===== config.mk =====
export PLATFORM = sky130hd
export DESIGN_NAME = bitmod_cmd_unit
export DESIGN_NICKNAME = d
export VERILOG_FILES = /design/src/rtl/bitmod_pkg.sv /design/src/rtl/bitmod_host_if.sv /design/src/rtl/bitmod_rmw.sv /design/src/rtl/bitmod_cursor.sv /design/src/rtl/bitmod_cmd_unit.sv
export SDC_FILE = /design/constraint.sdc
export NUM_CORES = 1
export LEC_CHECK = 0
export CAP_MARGIN = 25
export CORE_ASPECT_RATIO = 1.1
export CORE_MARGIN = 1
export CORE_UTILIZATION = 55
export CTS_CLUSTER_DIAMETER = 50
export DETAILED_ROUTE_END_ITERATION = 6
export DONT_BUFFER_PORTS = 1
export PLACE_DENSITY = 0.75
export RECOVER_POWER = 100
export SLEW_MARGIN = 40
export SYNTH_ARGS = -nofsm -noshare
export SYNTH_HDL_FRONTEND = slang
export SYNTH_HIERARCHICAL = 1
export SYNTH_SLANG_ARGS = --single-unit
export TNS_END_PERCENT = 10

===== constraint.sdc =====
create_clock -name clk -period 2.5 [get_ports clk]
set_input_delay 0.5 -clock clk [delete_from_list [all_inputs] [get_ports clk]]
set_output_delay 0.5 -clock clk [all_outputs]
set_load 0.05 [all_outputs]

===== src/rtl/bitmod_pkg.sv =====
package bitmod_pkg;

    localparam logic [7:0] CODE_BITCLR = 8'h0E;
    localparam logic [7:0] CODE_BITSET = 8'h0F;

    typedef enum logic {
        OP_CLR = 1'b0,
        OP_SET = 1'b1
    } bitop_e;

    typedef struct packed {
        bitop_e     op;
        logic [2:0] pos;
    } bitcmd_t;

    typedef enum logic [2:0] {
        PH_IDLE,
        PH_RD,
        PH_CAP,
        PH_WR,
        PH_HOLD
    } phase_e;

    function automatic int unsigned exec_cycles(input int unsigned hz, input int unsigned ns);
        longint unsigned c;
        c = (longint'(hz) * longint'(ns)) / 64'd1_000_000_000;
        if (c < 64'd4) c = 64'd4;
        return int'(c);
    endfunction

    function automatic logic is_bit_code(input logic [7:0] code);
        return (code == CODE_BITCLR) || (code == CODE_BITSET);
    endfunction

    function automatic logic [7:0] apply_bit(input logic [7:0] d, input bitcmd_t c);
        logic [7:0] mask;
        mask = 8'b1 << c.pos;
        return (c.op == OP_SET) ? (d | mask) : (d & ~mask);
    endfunction

endpackage


===== src/rtl/bitmod_host_if.sv =====
module bitmod_host_if
    import bitmod_pkg::*;
(
    input  logic       clk,
    input  logic       rst,
    input  logic       bus_sel,
    input  logic       bus_rnw,
    input  logic       bus_rs,
    input  logic [7:0] bus_wdata,
    input  logic       busy,
    output logic [7:0] bus_rdata,
    output logic       start,
    output bitcmd_t    cmd
);

    logic [7:0] instr_q;
    logic       instr_wr;
    logic       data_wr;

    assign instr_wr = bus_sel && !bus_rnw && bus_rs && !busy;
    assign data_wr  = bus_sel && !bus_rnw && !bus_rs && !busy;

    always_ff @(posedge clk) begin
        if (rst)           instr_q <= 8'h00;
        else if (instr_wr) instr_q <= bus_wdata;
    end

    always_comb begin
        start   = data_wr && is_bit_code(instr_q);
        cmd.op  = instr_q[0] ? OP_SET : OP_CLR;
        cmd.pos = bus_wdata[2:0];
        bus_rdata = (bus_sel && bus_rnw && bus_rs) ? {busy, 7'b0} : 8'h00;
    end

    // code register frozen during execution
    assert_instr_frozen_R8: assert property (@(posedge clk) disable iff (rst)
        busy |=> (instr_q == $past(instr_q)));

endmodule


===== src/rtl/bitmod_rmw.sv =====
module bitmod_rmw
    import bitmod_pkg::*;
#(
    parameter int unsigned EXEC_CYC = 4
) (
    input  logic       clk,
    input  logic       rst,
    input  logic       start,
    input  bitcmd_t    cmd,
    input  logic [7:0] ram_rdata,
    output logic       busy,
    output logic       step,
    output logic       ram_we,
    output logic [7:0] ram_wdata
);

    localparam int CW = $clog2(EXEC_CYC + 1);

    phase_e      phase;
    bitcmd_t     cmd_q;
    logic [7:0]  rd_q;
    logic [CW-1:0] cnt;

    always_ff @(posedge clk) begin
        if (rst) begin
            phase <= PH_IDLE;
            busy  <= 1'b0;
            cnt   <= '0;
            cmd_q <= '0;
            rd_q  <= 8'h00;
        end else if (start) begin
            busy  <= 1'b1;
            cnt   <= CW'(EXEC_CYC - 1);
            cmd_q <= cmd;
            phase <= PH_RD;
        end else if (busy) begin
            if (cnt != '0) cnt <= cnt - 1'b1;
            else           busy <= 1'b0;
            case (phase)
                PH_RD:   phase <= PH_CAP;
                PH_CAP:  begin rd_q <= ram_rdata; phase <= PH_WR; end
                PH_WR:   phase <= PH_HOLD;
                default: ;
            endcase
            if (cnt == '0) phase <= PH_IDLE;
        end
    end

    assign step      = busy && (cnt == '0);
    assign ram_we    = (phase == PH_WR);
    assign ram_wdata = apply_bit(rd_q, cmd_q);

    // write strobe only inside the busy window, single cycle
    assert_we_in_busy_R10: assert property (@(posedge clk) disable iff (rst)
        ram_we |-> busy);
    assert_we_single_R10: assert property (@(posedge clk) disable iff (rst)
        ram_we |=> !ram_we);
    // no new start accepted while running
    assert_start_idle_R8: assert property (@(posedge clk) disable iff (rst)
        start |-> !busy);

endmodule


===== src/rtl/bitmod_cursor.sv =====
module bitmod_cursor #(
    parameter int AW = 8
) (
    input  logic          clk,
    input  logic          rst,
    input  logic          step,
    input  logic          busy,
    input  logic          load,
    input  logic [AW-1:0] load_val,
    output logic [AW-1:0] addr
);

    always_ff @(posedge clk) begin
        if (rst)                addr <= '0;
        else if (step)          addr <= addr + 1'b1;
        else if (load && !busy) addr <= load_val;
    end

    // preset ignored while an operation runs
    assert_load_blocked_R12: assert property (@(posedge clk) disable iff (rst)
        (load && busy && !step) |=> $stable(addr));

endmodule


===== src/rtl/bitmod_cmd_unit.sv =====
module bitmod_cmd_unit
    import bitmod_pkg::*;
#(
    parameter int          AW      = 8,
    parameter int unsigned CLK_HZ  = 125_000_000,
    parameter int unsigned EXEC_NS = 36_000
) (
    input  logic          clk,
    input  logic          rst,
    input  logic          bus_sel,
    input  logic          bus_rnw,
    input  logic          bus_rs,
    input  logic [7:0]    bus_wdata,
    output logic [7:0]    bus_rdata,
    input  logic          cur_load,
    input  logic [AW-1:0] cur_load_val,
    output logic [AW-1:0] cur_addr,
    output logic [AW-1:0] ram_addr,
    input  logic [7:0]    ram_rdata,
    output logic          ram_we,
    output logic [7:0]    ram_wdata
);

    localparam int unsigned EXEC_CYC = exec_cycles(CLK_HZ, EXEC_NS);

    logic    busy;
    logic    start;
    logic    step;
    bitcmd_t cmd;

    bitmod_host_if u_host (
        .clk(clk), .rst(rst),
        .bus_sel(bus_sel), .bus_rnw(bus_rnw), .bus_rs(bus_rs),
        .bus_wdata(bus_wdata), .busy(busy), .bus_rdata(bus_rdata),
        .start(start), .cmd(cmd)
    );

    bitmod_rmw #(.EXEC_CYC(EXEC_CYC)) u_rmw (
        .clk(clk), .rst(rst), .start(start), .cmd(cmd),
        .ram_rdata(ram_rdata), .busy(busy), .step(step),
        .ram_we(ram_we), .ram_wdata(ram_wdata)
    );

    bitmod_cursor #(.AW(AW)) u_cur (
        .clk(clk), .rst(rst), .step(step), .busy(busy),
        .load(cur_load), .load_val(cur_load_val), .addr(cur_addr)
    );

    assign ram_addr = cur_addr;

    // end of busy comes with a single cursor step
    assert_cursor_step_R5: assert property (@(posedge clk) disable iff (rst)
        $fell(busy) |-> (cur_addr == AW'($past(cur_addr) + 1'b1)));
    // busy only ever starts from a host data write
    assert_busy_origin_R7: assert property (@(posedge clk) disable iff (rst)
        $rose(busy) |-> $past(bus_sel && !bus_rnw && !bus_rs));
    // low status bits read as zero
    always_comb begin
        if (!rst) assert_rdata_low_R6: assert (bus_rdata[6:0] == 7'b0);
    end

endmodule


==> run_results.csv <==
group,metric,value,unit
run_status,status,"finished, final reports clean",
global_routing,antenna_found_initial,0,
floorplan,io-pin-count,63,
critical_path,arrival,2530,ps
cts,cts_max_level,2,
critical_path,worst_r2r_path_depth,7,
pwr,vdd_drop_max,0.378,mV
cts,clockBufferDepth,2,
timing,period_minus_slack,2330,ps
cts,clk_pin_slew,90,ps
finish,antenna_cells,0,
min_path,hold_path.class,"in -> reg",
cts,clock_sinks,45,
drt,dr.pass1.iters,4,
place,dpl_worst_slack,272,ps
timing,timing.fmax,0.429,GHz
logic_synthesis,async_flop_share,0,
global_routing,grtUsageMet1,0.251,
global_routing,grt_max_degree,49,
critical_path,path_cells,"or4_1 -> nor4_4 -> and2_1 -> clkbuf_1 -> or2b_2 -> nor2_1 -> a2111oi_2",
floorplan,core-area,4380,µm²
critical_path,crit_path_max_fanout,5,
timing,layout_setup_ws,171,ps
cts,cts_setup_buffers,0,
floorplan,start_util,0.581,
finish,drive_gt1_frac,0.134,
logic_synthesis,seq_area_frac_synth,0.354,
cts,cts_tree,"yes",
finish,final_common_cell,"dfxtp_1",
min_path,hold_start,"rst",
pwr,leakage,0.984,nW
global_routing,met2_usage,0.356,
floorplan,fp.dieArea,4910,µm²
min_path,min_to,"u_rmw/rd_q[4]",
timing,fin_skew,8.47,ps
critical_path,crit_family,"simple AND/OR/NAND/NOR gates",
cts,insertion_delay,300,ps
timing,max_slew.worst_pin.slew,1350,ps
timing,maxSlewViolCount,0,
critical_path,worst-setup-path-type,"reg -> reg",
timing,hold_violations,0,
global_routing,grt_pass1_vias,1775,
critical_path,rrSetupSlack,170,ps
finish,final_cell_mix,"dfxtp_1 (45), nor2_1 (28), mux2i_1 (24)",
finish,area_delta_synth_final,1.33,%
critical_path,setup.worst_path.start_class,"flop",
logic_synthesis,yosysWarnings,6,
logic_synthesis,synth-edff-count,0,
drt,avgViaCountPerCell,5.82,
critical_path,crit_slowest_cell,"or4_1",
min_path,min_path_cells,1,
finish,fillers,401,
drt,post_drt_wl_per_cell,14.5,µm
place,numPortBuffers,0,
timing,slew_headroom,0.102,
place,dpl.hpwl,3380,µm
critical_path,worstPathRequired,2700,ps
timing,setup_viol,0,
timing,rsz0062_at_grt,"false",
logic_synthesis,ys_dominant_reg_cell,"dfxtp_1",
critical_path,endpoint_kind,"flop",
logic_synthesis,synth_cell_types,59,
logic_synthesis,avgSynthCellArea,9.13,µm²
global_routing,overflow,0,
drt,antenna_left,0,
drt,routed_wl,4820,µm
global_routing,grt_use_met3,0.0419,
cts,cts-root-buf,"clkbuf_8",
drt,drc,0,
critical_path,cpPeakStageDelay,590,ps
flow_run,max_cap_viol_count,0,
finish,final_nets,309,
floorplan,die_x,66.9,µm
pwr,power.density,512,nW/µm²
logic_synthesis,synthCells,279,
timing,min_period_over_period,0.932,
critical_path,rr_endpoint,"u_cur/addr[4]",
critical_path,path_buf_inv,1,
drt,drtIter0Drc,102,
cts,numCtsBuffers,5,
drt,via_count,1928,
place,gp_congestion,0.798,
global_routing,grt_pass1_wl,7780,µm
logic_synthesis,synth_seq_cells,45,
cts,cts_hold_buffers,0,
floorplan,core.rowCount,25,
logic_synthesis,syn_area,2550,µm²
timing,setup_tns,0,ps
floorplan,die_y,73.4,µm
critical_path,reg2reg_from,"u_rmw/cnt[9]",
global_routing,grt_use_total,0.208,
global_routing,busiest_layer,"met2",
cts,post_cts_resized,0,
==> sequential cells by signal, indices dropped and copies added (netlist names) <==
signal          cells
u_rmw/cnt          13
u_rmw/busy          1
u_host/instr_q      8
u_cur/addr          8
u_rmw/rd_q          8
u_rmw/cmd_q         4
u_rmw/phase         3
==> logic make-up (layout without fill, tap and decap cells) <==
| kind of cell | after synthesis | in the layout | synth area share |
|---|---|---|---|
| AO/OA/AOI/OAI | 42 | 42 | 0.116 |
| XOR/XNOR | 2 | 2 | 0.00688 |
| adder cells (fa/ha/maj) | 3 | 3 | 0.0147 |
| buffers and inverters | 39 | 31 | 0.0948 |
| flip-flops | 45 | 45 | 0.354 |
| multiplexers | 34 | 34 | 0.139 |
| other | 1 | 7 | 0.00147 |
| AND/OR/NAND/NOR | 113 | 113 | 0.273 |
==> area by class of cell <==
class	instances	area, µm²	area share
clock buffer	5	68.8	0.0267
inverter	5	18.8	0.00727
sequential	45	901	0.349
clock inverter	3	17.5	0.00679
tap	54	67.6	0.0262
timing repair buffer	18	86.3	0.0335
multi-input combinational	201	1420	0.550
==> Yosys cell counts, drive strengths merged (2+ instances only) <==
cell / number / area (µm²)
clkbuf: 9 / 33.8
nor4bb: 2 / 20.0
and2b: 2 / 18.8
nor3b: 2 / 15.0
xnor2: 2 / 17.5
or2: 5 / 31.3
nor2b: 2 / 20.0
a31oi: 5 / 31.3
o211ai: 2 / 15.0
buf: 24 / 179
a211oi: 4 / 30.0
dfxtp: 45 / 901
inv: 5 / 18.8
nand2: 12 / 45.0
a21oi: 13 / 65.1
nor4: 6 / 58.8
nand2b: 18 / 113
nor2: 29 / 116
ha: 3 / 37.5
o21ai: 6 / 30.0
nand3: 3 / 15.0
or3: 9 / 61.3
o31ai: 3 / 22.5
mux2: 10 / 113
or4: 8 / 66.3
or2b: 2 / 16.3
nor3: 3 / 20.0
and2: 3 / 18.8
mux2i: 24 / 240
and4: 2 / 17.5
or4b: 2 / 20.0
==> worst max-delay path by stage <==
stage	depth (start not counted)	endpoint	from	slack (ps)
2_1_floorplan	7	u_rmw/rd_q[2]	bus_rs	30
3_3_place_gp	7	u_cur/addr[4]	u_rmw/cnt[9]	340
3_5_place_dp	7	u_cur/addr[6]	u_rmw/cnt[9]	270
4_1_cts	7	u_cur/addr[6]	u_rmw/cnt[9]	270
5_1_grt	5	u_cur/addr[7]	u_cur/addr[1]	70
6_report	7	u_cur/addr[4]	u_rmw/cnt[9]	170
==> where the power goes <==
| part | switching (mW) | internal (mW) |
|---|---|---|
| clock network | 0.250 | 0.193 |
| registers | 0.0134 | 0.729 |
| logic | 0.104 | 0.0331 |
| total | 0.367 | 0.955 |
==> metrics by stage <==
stage	cell area, µm²	instances	hold slack [ps]	total power, mW	utilization
after floorplan	2570	285	444	0.913	-
after global placement	2550	323	454	0.902	0.583
after detailed placement	2550	323	465	0.904	0.583
after CTS	2640	331	249	1.34	0.603
after global routing	2580	331	244	1.37	0.589
final	2580	331	260	1.32	0.589
==> per-layer routing <==
metal	vias to the layer above	wire length, µm	share of wire
li1	961	-	-
met1	912	2200	0.46
met2	50	2330	0.48
met3	5	236	0.049
met4	0	53	0.011
met5	-	0	0
(Power assumes the default switching activity.)
